<file path="config.mk">
export PLATFORM = sky130hd
export DESIGN_NAME = evt_irq_ctrl
export DESIGN_NICKNAME = d
export VERILOG_FILES = /design/src/rtl/evt_irq_pkg.sv /design/src/rtl/evt_status_bank.sv /design/src/rtl/evt_mask_bank.sv /design/src/rtl/evt_lowest_pick.sv /design/src/rtl/evt_irq_ctrl.sv
export SDC_FILE = /design/constraint.sdc
export NUM_CORES = 1
export LEC_CHECK = 0
export BUFFER_PORTS_ARGS = -buffer_cell sky130_fd_sc_hd__clkbuf_2
export CORE_AREA = 4 4 208 210
export CTS_BUF_LIST = sky130_fd_sc_hd__clkbuf_8
export DETAILED_ROUTE_END_ITERATION = 7
export DIE_AREA = 0 0 212 214
export GPL_TIMING_DRIVEN = 1
export PLACE_DENSITY = 0.81
export SYNTH_ARGS = -nofsm -noshare
export SYNTH_HDL_FRONTEND = slang
export SYNTH_SLANG_ARGS = --single-unit
</file>
<file path="constraint.sdc">
create_clock -name clk -period 2.07 [get_ports clk]
set_input_delay 0.207 -clock clk [delete_from_list [all_inputs] [get_ports clk]]
set_output_delay 0.207 -clock clk [all_outputs]
set_load 0.02 [all_outputs]
</file>
<file path="src/rtl/evt_irq_pkg.sv">
package evt_irq_pkg;
  localparam int WORD_W       = 32;
  localparam int N_WORDS      = 3;
  localparam int N_GROUPS     = 3;
  localparam int ADDR_W       = 8;
  localparam int STAT_BASE    = 'h00;
  localparam int MASK_BASE    = 'h10;
  localparam int GROUP_STRIDE = 'h10;
  localparam int WORD_STRIDE  = 4;
  localparam int EVT_N        = WORD_W * N_WORDS;
  localparam int IDX_W        = $clog2(EVT_N);
endpackage

</file>
<file path="src/rtl/evt_status_bank.sv">
module evt_status_bank #(
  parameter int WORD_W  = 32,
  parameter int N_WORDS = 3,
  parameter int ADDR_W  = 8,
  parameter int BASE    = 0,
  parameter int STRIDE  = 4,
  localparam int EVT_N  = WORD_W * N_WORDS
) (
  input  logic              clk,
  input  logic              rst_n,
  input  logic [EVT_N-1:0]  evt,
  input  logic              wr_en,
  input  logic [ADDR_W-1:0] wr_addr,
  input  logic [WORD_W-1:0] wr_data,
  output logic [EVT_N-1:0]  pending
);
  for (genvar w = 0; w < N_WORDS; w++) begin : g_word
    localparam logic [ADDR_W-1:0] OFS = ADDR_W'(BASE + STRIDE * w);
    logic              hit;
    logic [WORD_W-1:0] clr;
    logic [WORD_W-1:0] cur;
    assign hit = wr_en && (wr_addr == OFS);
    assign clr = hit ? wr_data : '0;
    assign cur = pending[w*WORD_W +: WORD_W];
    // set dominates clear on the same edge
    always_ff @(posedge clk or negedge rst_n) begin
      if (!rst_n) pending[w*WORD_W +: WORD_W] <= '0;
      else        pending[w*WORD_W +: WORD_W] <= (cur & ~clr) | evt[w*WORD_W +: WORD_W];
    end
  end
endmodule

</file>
<file path="src/rtl/evt_mask_bank.sv">
module evt_mask_bank #(
  parameter int WORD_W  = 32,
  parameter int N_WORDS = 3,
  parameter int ADDR_W  = 8,
  parameter int BASE    = 'h10,
  parameter int STRIDE  = 4,
  localparam int EVT_N  = WORD_W * N_WORDS
) (
  input  logic              clk,
  input  logic              rst_n,
  input  logic              wr_en,
  input  logic [ADDR_W-1:0] wr_addr,
  input  logic [WORD_W-1:0] wr_data,
  output logic [EVT_N-1:0]  enable
);
  for (genvar w = 0; w < N_WORDS; w++) begin : g_word
    localparam logic [ADDR_W-1:0] OFS = ADDR_W'(BASE + STRIDE * w);
    always_ff @(posedge clk or negedge rst_n) begin
      if (!rst_n)                            enable[w*WORD_W +: WORD_W] <= '0;
      else if (wr_en && (wr_addr == OFS))    enable[w*WORD_W +: WORD_W] <= wr_data;
    end
  end
endmodule

</file>
<file path="src/rtl/evt_lowest_pick.sv">
module evt_lowest_pick #(
  parameter int N     = 96,
  parameter int IDX_W = $clog2(N)
) (
  input  logic [N-1:0]     vec,
  output logic             found,
  output logic [IDX_W-1:0] idx
);
  always_comb begin
    idx = '0;
    for (int i = N - 1; i >= 0; i--) begin
      if (vec[i]) idx = IDX_W'(i);
    end
  end
  assign found = |vec;
endmodule

</file>
<file path="src/rtl/evt_irq_ctrl.sv">
module evt_irq_ctrl
  import evt_irq_pkg::*;
#(
  parameter int P_WORD_W   = WORD_W,
  parameter int P_N_WORDS  = N_WORDS,
  parameter int P_N_GROUPS = N_GROUPS,
  parameter int P_ADDR_W   = ADDR_W,
  localparam int L_EVT_N   = P_WORD_W * P_N_WORDS,
  localparam int L_IDX_W   = $clog2(L_EVT_N)
) (
  input  logic                          clk,
  input  logic                          rst_n,
  input  logic [L_EVT_N-1:0]            evt_pulse,
  input  logic                          reg_we,
  input  logic [P_ADDR_W-1:0]           reg_addr,
  input  logic [P_WORD_W-1:0]           reg_wdata,
  output logic [P_WORD_W-1:0]           reg_rdata,
  output logic [P_N_GROUPS-1:0]         irq_line,
  output logic [P_N_GROUPS-1:0]         pick_vld,
  output logic [P_N_GROUPS*L_IDX_W-1:0] pick_idx
);
  logic [L_EVT_N-1:0] status_vec;
  logic [L_EVT_N-1:0] mask_vec [P_N_GROUPS];

  evt_status_bank #(
    .WORD_W(P_WORD_W), .N_WORDS(P_N_WORDS), .ADDR_W(P_ADDR_W),
    .BASE(STAT_BASE), .STRIDE(WORD_STRIDE)
  ) u_status (
    .clk(clk), .rst_n(rst_n), .evt(evt_pulse),
    .wr_en(reg_we), .wr_addr(reg_addr), .wr_data(reg_wdata),
    .pending(status_vec)
  );

  for (genvar g = 0; g < P_N_GROUPS; g++) begin : g_grp
    logic [L_EVT_N-1:0] live;
    logic               found;

    evt_mask_bank #(
      .WORD_W(P_WORD_W), .N_WORDS(P_N_WORDS), .ADDR_W(P_ADDR_W),
      .BASE(MASK_BASE + GROUP_STRIDE * g), .STRIDE(WORD_STRIDE)
    ) u_mask (
      .clk(clk), .rst_n(rst_n),
      .wr_en(reg_we), .wr_addr(reg_addr), .wr_data(reg_wdata),
      .enable(mask_vec[g])
    );

    assign live = status_vec & mask_vec[g];
    assign irq_line[g] = |live;

    evt_lowest_pick #(.N(L_EVT_N), .IDX_W(L_IDX_W)) u_pick (
      .vec(live), .found(found), .idx(pick_idx[g*L_IDX_W +: L_IDX_W])
    );
    assign pick_vld[g] = found;
  end

  always_comb begin
    reg_rdata = '0;
    for (int w = 0; w < P_N_WORDS; w++) begin
      if (reg_addr == P_ADDR_W'(STAT_BASE + WORD_STRIDE * w))
        reg_rdata = status_vec[w*P_WORD_W +: P_WORD_W];
    end
    for (int g = 0; g < P_N_GROUPS; g++) begin
      for (int w = 0; w < P_N_WORDS; w++) begin
        if (reg_addr == P_ADDR_W'(MASK_BASE + GROUP_STRIDE * g + WORD_STRIDE * w))
          reg_rdata = mask_vec[g][w*P_WORD_W +: P_WORD_W];
      end
    end
  end
endmodule

</file>
==> impl_metrics.json, run 1 <==
{
  "status": "did not finish",
  "stop_stage": "global routing (5_1_grt)",
  "firstError": "[ERROR GRT-0232] Routing congestion too high. Check the congestion heatmap in the GUI.",
  "place_congestion": 1.130,
  "die_width_um": 212,
  "worst_endpoint": "pick_idx[7]",
  "synth_edf_count": 0,
  "syn-cell-area_um2": 22580,
  "rows": 75,
  "syn_avg_cell_area_um2": 9.406,
  "ys_ff_latch": 384,
  "root_buffer": "clkbuf_8",
  "synth_seq_area_share_pct": 42.56,
  "yosysMostFrequentCell": "nand2_1",
  "synth_cell_type_count": 80,
  "grt-ovfl-total": 154,
  "syn-instance-count": 2400,
  "synthMuxAreaShare_pct": 15.78,
  "async_flop_share_pct": 100.0,
  "ys.flop_type": "dfrtp_1",
  "synthTopCellsByArea": "dfrtp_1 (43%), mux2_2 (11%), nand2_1 (6.4%), a22oi_1 (4.6%), a21o_1 (3.3%)",
  "synth_warnings": 0,
  "synthTopCellsByCount": "nand2_1 (386), dfrtp_1 (384), mux2_2 (222)",
  "cts_sinks": 384,
  "numCtsBuffers": 71,
  "synth_fp_nets": 2539,
  "hpwl_mm": 87.76,
  "start_util_pct": 54.31,
  "synthSimpleGateAreaFrac_pct": 14.47,
  "htree_levels": 3,
  "yosysTopAreaCellShare_pct": 42.56,
  "grt_usage_pct": 77.37,
  "placed_area_um2": 30160,
  "die_h_um": 214,
  "yosysTopAreaCell": "dfrtp_1",
  "pin_count": 198,
  "synth_fa_ha_area_share_pct": 0,
  "synth_compound_area_share_pct": 23.02,
  "synth_top_family_by_area": "compound AO/OA/AOI/OAI gates",
  "port_buffers": 197,
  "ctsLongestPathBuffers": 3,
  "synthXorXnorAreaFrac_pct": 0,
  "worstEndpointType": "output port",
  "grt_start_max_net_pins": 78
}
per-stage QoR:
step           std cells  setup WS, ns  hold slack (ns)
4_1_cts             4158        -1.414       0.00008571
3_5_place_dp        3749        -1.411           0.1420
3_3_place_gp        3749        -1.461           0.1404
2_1_floorplan       2400      -0.04028         -0.08859
per-layer routing:
| layer | global-route usage [%] | overflow |
|---|---|---|
| met2 | 91.29 | 73 |
| met3 | 65.77 | 1 |
| met4 | 76.77 | 80 |
| met5 | 28.77 | 0 |
| met1 | 77.01 | 0 |
kinds of logic after synthesis:
| kind of cell | Yosys count |
|---|---|
| AOI/OAI and AO/OA | 741 |
| and+or+nand+nor | 738 |
| DFF | 384 |
| muxes | 320 |
| buffers and inverters | 217 |
what timing repair did:
action | 4_1_cts
cloned | 8
resized for setup | 513
hold buffers | 205
endpoints found under the setup margin | 59
setup buffers | 83
endpoints found under the hold margin | 616
pin swaps | 220
==> run 2, diff against run 1 <==
--- a/config.mk
+++ b/config.mk
@@ -6,12 +6,11 @@
 export NUM_CORES = 1
 export LEC_CHECK = 0
 export BUFFER_PORTS_ARGS = -buffer_cell sky130_fd_sc_hd__clkbuf_2
-export CORE_AREA = 4 4 208 210
-export CTS_BUF_LIST = sky130_fd_sc_hd__clkbuf_8
+export CORE_AREA = 4 4 243 245
 export DETAILED_ROUTE_END_ITERATION = 7
-export DIE_AREA = 0 0 212 214
+export DIE_AREA = 0 0 247 249
 export GPL_TIMING_DRIVEN = 1
-export PLACE_DENSITY = 0.81
+export PLACE_DENSITY_LB_ADDON = 0.15
 export SYNTH_ARGS = -nofsm -noshare
 export SYNTH_HDL_FRONTEND = slang
 export SYNTH_SLANG_ARGS = --single-unit
==> constraint.sdc (replaced) <==
create_clock -name clk -period 2.7 [get_ports clk]
set_input_delay 0.27 -clock clk [delete_from_list [all_inputs] [get_ports clk]]
set_output_delay 0.27 -clock clk [all_outputs]
set_load 0.02 [all_outputs]
==> impl_metrics.json, run 2 <==
{
  "status": "complete, but fails checks",
  "violations": "setup timing",
  "port_buffers": 197,
  "tightest_slew_ns": 0.7185,
  "fin_crit_sh_pct": 138.1,
  "final_util_pct": 56.97,
  "cts_tree": "built",
  "syn-instance-count": 2400,
  "final_net_count": 3213,
  "die_width_um": 247,
  "leakage_nw": 15.01,
  "end_kind": "primary output",
  "hold_violations": 0,
  "async_flop_share_pct": 100.0,
  "synth_edf_count": 0,
  "placed_area_um2": 27380,
  "max_freq_mhz": 268.2,
  "yosysMostFrequentCell": "nand2_1",
  "cp-startpoint": "u_status.g_word[0].cur[22]$_DFF_PN0_",
  "fin_skew_ns": 0,
  "cellPowerDensity_nw_per_um2": 565.6,
  "largest_reg_flops": 288,
  "htree_levels": 2,
  "max_slew_margin_pct": 52.10,
  "yosysTopAreaCell": "dfrtp_1",
  "syn_avg_cell_area_um2": 9.406,
  "finalSetupTns_ns": -9.734,
  "fin_crit_ns": 3.728,
  "rsz0062_at_grt": "yes",
  "rows": 88,
  "ys.flop_type": "dfrtp_1",
  "final_cell_mix": "buf_4 (450), nand2_1 (365), dfrtp_1 (354), mux2_2 (222), clkbuf_2 (169)",
  "drive_gt1_share_pct": 42.63,
  "routed_wl_mm": 119.8,
  "synthTopCellsByArea": "dfrtp_1 (43%), mux2_2 (11%), nand2_1 (6.4%), a22oi_1 (4.6%), a21o_1 (3.3%)",
  "hpwl_mm": 87.63,
  "dieArea_um2": 61500,
  "grt_start_max_net_pins": 64,
  "area_delta_synth_final_pct": 44.20,
  "synth_warnings": 0,
  "cap_violations": 0,
  "instances_no_fill": 3874,
  "cp-endpoint": "pick_idx[7]",
  "drt_iter0_drc": 2877,
  "ctsLongestPathBuffers": 3,
  "synth_fp_nets": 2539,
  "drtPass1Iterations": 6,
  "hp-class": "in -> reg",
  "pin_count": 198,
  "setup_slack_ns": -1.028,
  "drc": 0,
  "place_congestion": 1.033,
  "grt-ovfl-total": 0,
  "yosysTopAreaCellShare_pct": 42.56,
  "dp.cells": 3603,
  "clk_pin_slew_ns": 0.06,
  "path_max_fanout": 2,
  "grt_pass1_vias": 24670,
  "crit_arrival_ns": 3.46,
  "cp.required_ns": 2.43,
  "root_buffer": "clkbuf_16",
  "drtAntennaViolNets": 0,
  "synth_cell_type_count": 80,
  "ir_drop_uv": 459.1,
  "antenna_found_initial": 1,
  "crit_path_start_kind": "register",
  "finalSetupViolCount": 27,
  "rr_worst_depth": 3,
  "via_count": 24480,
  "grt_usage_pct": 37.68,
  "insertion_delay_ns": 0.59,
  "synthTopCellsByCount": "nand2_1 (386), dfrtp_1 (384), mux2_2 (222)",
  "slew_violations": 0,
  "setup.worst_path.class": "reg -> out",
  "synth_seq_area_share_pct": 42.56,
  "r2r-end": "g_grp[2].u_mask.enable[29]$_DFFE_PN0P_",
  "dp_slack_ns": -0.9654,
  "wl_per_cell_um": 30.92,
  "r2r-start": "g_grp[2].u_mask.enable[29]$_DFFE_PN0P_",
  "die_h_um": 249,
  "syn-cell-area_um2": 22580,
  "via_per_inst": 6.318,
  "grt_pass1_wl_mm": 171.1,
  "core_um2": 57140,
  "start_util_pct": 39.51,
  "numCtsBuffers": 47,
  "layout_commonest_cell": "buf_4",
  "fin_area_um2": 32550,
  "cts_sinks": 384,
  "reg2reg_slack_ns": 1.63,
  "top_register": "g_grp.u_mask.enable",
  "ys_ff_latch": 384
}
-- run 2: cell counts after synthesis --
Identical to the previous run, type by type.
-- run 2: power breakdown --
group          switching [W]  internal [W]
sequential          0.000239       0.00596
combinational        0.00318       0.00261
clock                0.00265       0.00377
-- run 2: how the worst min path moves through the flow --
| stage | slack, ns | cells past startpoint | startpoint | end |
|---|---|---|---|---|
| 2_1_floorplan | -0.03 | 0 | rst_n | g_grp[0].u_mask.enable[0]$_DFFE_PN0P_ |
| 3_3_place_gp | 0.28 | 1 | rst_n | u_status.g_word[0].cur[24]$_DFF_PN0_ |
| 4_1_cts | 0.06 | 3 | reg_wdata[11] | u_status.g_word[1].cur[11]$_DFF_PN0_ |
| 5_1_grt | 0.11 | 3 | reg_wdata[11] | u_status.g_word[0].cur[11]$_DFF_PN0_ |
| 3_5_place_dp | 0.28 | 1 | rst_n | u_status.g_word[2].cur[24]$_DFF_PN0_ |
| 6_report | 0.09 | 3 | reg_wdata[11] | u_status.g_word[1].cur[11]$_DFF_PN0_ |
-- run 2: stage by stage --
stage | power (W) | hold WS [ns]
floorplan | 0.008136 | -0.02559
global placement | 0.01057 | 0.2798
detailed placement | 0.01057 | 0.2799
CTS | 0.01789 | 0.05781
global route | 0.01890 | 0.1082
finish | 0.01841 | 0.08553
-- run 2: cell type report --
| type | count | area (um^2) |
|---|---|---|
| Fill cell | 5116 | 24590 |
| Multi-Input combinational cell | 1799 | 13580 |
| Sequential cell | 384 | 9647 |
| Timing Repair Buffer | 829 | 6778 |
| Clock buffer | 67 | 1394 |
| Tap cell | 765 | 957.2 |
| Clock inverter | 16 | 141.4 |
| Inverter | 13 | 51.30 |
| Antenna cell | 1 | 2.502 |
-- run 2: per-layer routing --
| metal | up-vias | part of all wire [%] | wire length, um | GRT usage (%) |
|---|---|---|---|---|
| met3 | 394 | 8.2 | 9815 | 6.598 |
| met1 | 12290 | 41 | 48720 | 50.57 |
| met2 | 1472 | 45 | 54360 | 59.27 |
| li1 | 10320 | - | - | - |
| met4 | 0 | 5.8 | 6888 | 17.60 |
| met5 | - | 0 | 0 | 0 |
-- run 2: cell families (layout without fill, tap and decap cells) --
| family | Yosys count | in the layout | synth area share [%] |
|---|---|---|---|
| AND/OR/NAND/NOR | 738 | 738 | 14.47 |
| other | 0 | 1 | 0 |
| flip-flops | 384 | 384 | 42.57 |
| buffers and inverters | 217 | 925 | 4.157 |
| AO/OA/AOI/OAI | 741 | 741 | 23.02 |
| multiplexers | 320 | 320 | 15.78 |
-- run 2: worst max-delay path, cell delays in order, from the launching register on --
cell and delay [ns]:
dfrtp_2 0.41, nand2_2 0.08, a32oi_4 0.27, o2111ai_4 0.23
a2111oi_4 0.33, buf_4 0.21, nand4_1 0.09, a222oi_1 0.66
o21ai_1 0.32, buf_4 0.25
-- run 2: timing repair --
action,in CTS,in global routing
cloned,0,1
hold buffers,97,0
endpoints found under the hold margin,141,0
endpoints found under the setup margin,27,48
resized for setup,326,157
buffers inserted,55,45
pin swaps,101,98
Power figures use the tool's default switching activity.
==> run 3, diff against run 2 <==
--- a/config.mk
+++ b/config.mk
@@ -10,6 +10,7 @@
 export DETAILED_ROUTE_END_ITERATION = 7
 export DIE_AREA = 0 0 247 249
 export GPL_TIMING_DRIVEN = 1
+export MAX_ROUTING_LAYER = met4
 export PLACE_DENSITY_LB_ADDON = 0.15
 export SYNTH_ARGS = -nofsm -noshare
 export SYNTH_HDL_FRONTEND = slang
==> impl_metrics.json, run 3 (synthesized netlist as in run 2, its figures left out) <==
{
  "drive_gt1_share_pct": 41.98,
  "crit_arrival_ns": 3.37,
  "hpwl_mm": 90.47,
  "grt_usage_pct": 39.63,
  "pin_count": 198,
  "die_h_um": 249,
  "fin_crit_ns": 3.642,
  "fin_area_um2": 32560,
  "start_util_pct": 39.51,
  "final_net_count": 3237,
  "slew_violations": 0,
  "grt_pass1_wl_mm": 172.8,
  "rows": 88,
  "via_count": 24320,
  "htree_levels": 2,
  "ctsLongestPathBuffers": 3,
  "core_um2": 57140,
  "crit_path_start_kind": "register",
  "ir_drop_uv": 482.2,
  "grt_pass1_vias": 24200,
  "wl_per_cell_um": 31.19,
  "dp_slack_ns": -1.139,
  "hold_violations": 0,
  "top_register": "g_grp.u_mask.enable",
  "status": "complete, but fails checks",
  "cellPowerDensity_nw_per_um2": 566.5,
  "antenna_cells": 0,
  "rr_worst_depth": 5,
  "end_kind": "primary output",
  "cap_violations": 0,
  "setup.worst_path.class": "reg -> out",
  "drtPass1Iterations": 8,
  "area_delta_synth_final_pct": 44.23,
  "insertion_delay_ns": 0.59,
  "hold_ws_ns": 0.09044,
  "placed_area_um2": 27760,
  "largest_reg_flops": 288,
  "routed_wl_mm": 121.7,
  "port_buffers": 197,
  "finalSetupViolCount": 27,
  "numCtsBuffers": 47,
  "rsz0062_at_grt": "yes",
  "layout_commonest_cell": "buf_4",
  "grt_start_max_net_pins": 110,
  "max_freq_mhz": 274.6,
  "fin_skew_ns": 0,
  "drtAntennaViolNets": 0,
  "cts_tree": "built",
  "root_buffer": "clkbuf_16",
  "tightest_slew_ns": 0.8279,
  "path_max_fanout": 2,
  "max_slew_margin_pct": 44.81,
  "fin_crit_sh_pct": 134.9,
  "antenna_found_initial": 0,
  "drc": 0,
  "final_util_pct": 56.98,
  "leakage_nw": 15.02,
  "violations": "setup timing",
  "via_per_inst": 6.236,
  "place_congestion": 1.027,
  "dieArea_um2": 61500,
  "drt_iter0_drc": 2690,
  "cp.required_ns": 2.43,
  "grt-ovfl-total": 0,
  "hp-class": "in -> reg",
  "cts_sinks": 384,
  "setup_slack_ns": -0.9418,
  "die_width_um": 247,
  "clk_pin_slew_ns": 0.06,
  "whs_path_depth": 3,
  "final_cell_mix": "buf_4 (478), nand2_1 (367), dfrtp_1 (357), mux2_2 (222), clkbuf_2 (168)"
}
## run 3: cell type report
type                       count  area, um^2
clock buffer                  70        1395
clock inverter                16       165.2
fill                        5148       24580
inverter                      13       48.80
multi-input combinational   1799       13410
sequential                   384        9643
tap                          765       957.2
timing repair buffer         853        6938
## run 3: critical path: stages (launching register included)
cell and delay [ns]:
dfrtp_1 0.43, a32oi_4 0.32, o2111ai_4 0.23, a2111oi_4 0.24, buf_4 0.20, buf_4 0.11, nand4_1 0.06, a222oi_1 0.63
o21ai_1 0.30, buf_4 0.24
## run 3: report_power, final
part	switching, W	total (W)	internal (W)
clock	0.00263	0.00648	0.00385
combinational	0.00317	0.00577	0.00260
sequential	0.000231	0.00620	0.00596
total	0.00603	0.0184	0.0124
## run 3: per-stage QoR
stage | TNS [ns] | std cells | power, W
floorplan | 0 | 2400 | 0.008136
global placement | -4.305 | 3645 | 0.01078
detailed placement | -3.741 | 3645 | 0.01077
CTS | -11.48 | 3863 | 0.01799
global route | -12.19 | 3900 | 0.01901
finish | -10.66 | 3900 | 0.01845
## run 3: worst paths after layout
path	slack [ns]	endpoint	from
worst max-delay path	-0.94	pick_idx[7]	g_grp[1].u_mask.enable[23]$_DFFE_PN0P_
max in group asynchronous	1.50	u_status.g_word[2].cur[7]$_DFF_PN0_	rst_n
worst min-delay path	0.09	u_status.g_word[2].cur[10]$_DFF_PN0_	reg_wdata[10]
min in group asynchronous	0.19	u_status.g_word[0].cur[21]$_DFF_PN0_	rst_n
worst min register to register	0.52	g_grp[1].u_mask.enable[10]$_DFFE_PN0P_	g_grp[1].u_mask.enable[10]$_DFFE_PN0P_
worst max register to register	1.52	u_status.g_word[2].cur[1]$_DFF_PN0_	u_status.g_word[2].cur[1]$_DFF_PN0_
## run 3: what timing repair did
action | 4_1_cts | 5_1_grt
hold buffers | 97 | 0
pin swaps | 68 | 75
buffers inserted | 43 | 40
gates resized for setup | 267 | 164
setup endpoints to repair | 27 | 29
endpoints found under the hold margin | 175 | 0
## run 3: metal layers
| layer | global-route usage (%) | wire, um | vias to the layer above |
|---|---|---|---|
| met5 | - | 0 | - |
| met4 | 15.63 | 6491 | 0 |
| met3 | 6.609 | 9468 | 359 |
| met2 | 61.07 | 55460 | 1379 |
| met1 | 52.27 | 50240 | 12240 |
| li1 | - | - | 10350 |
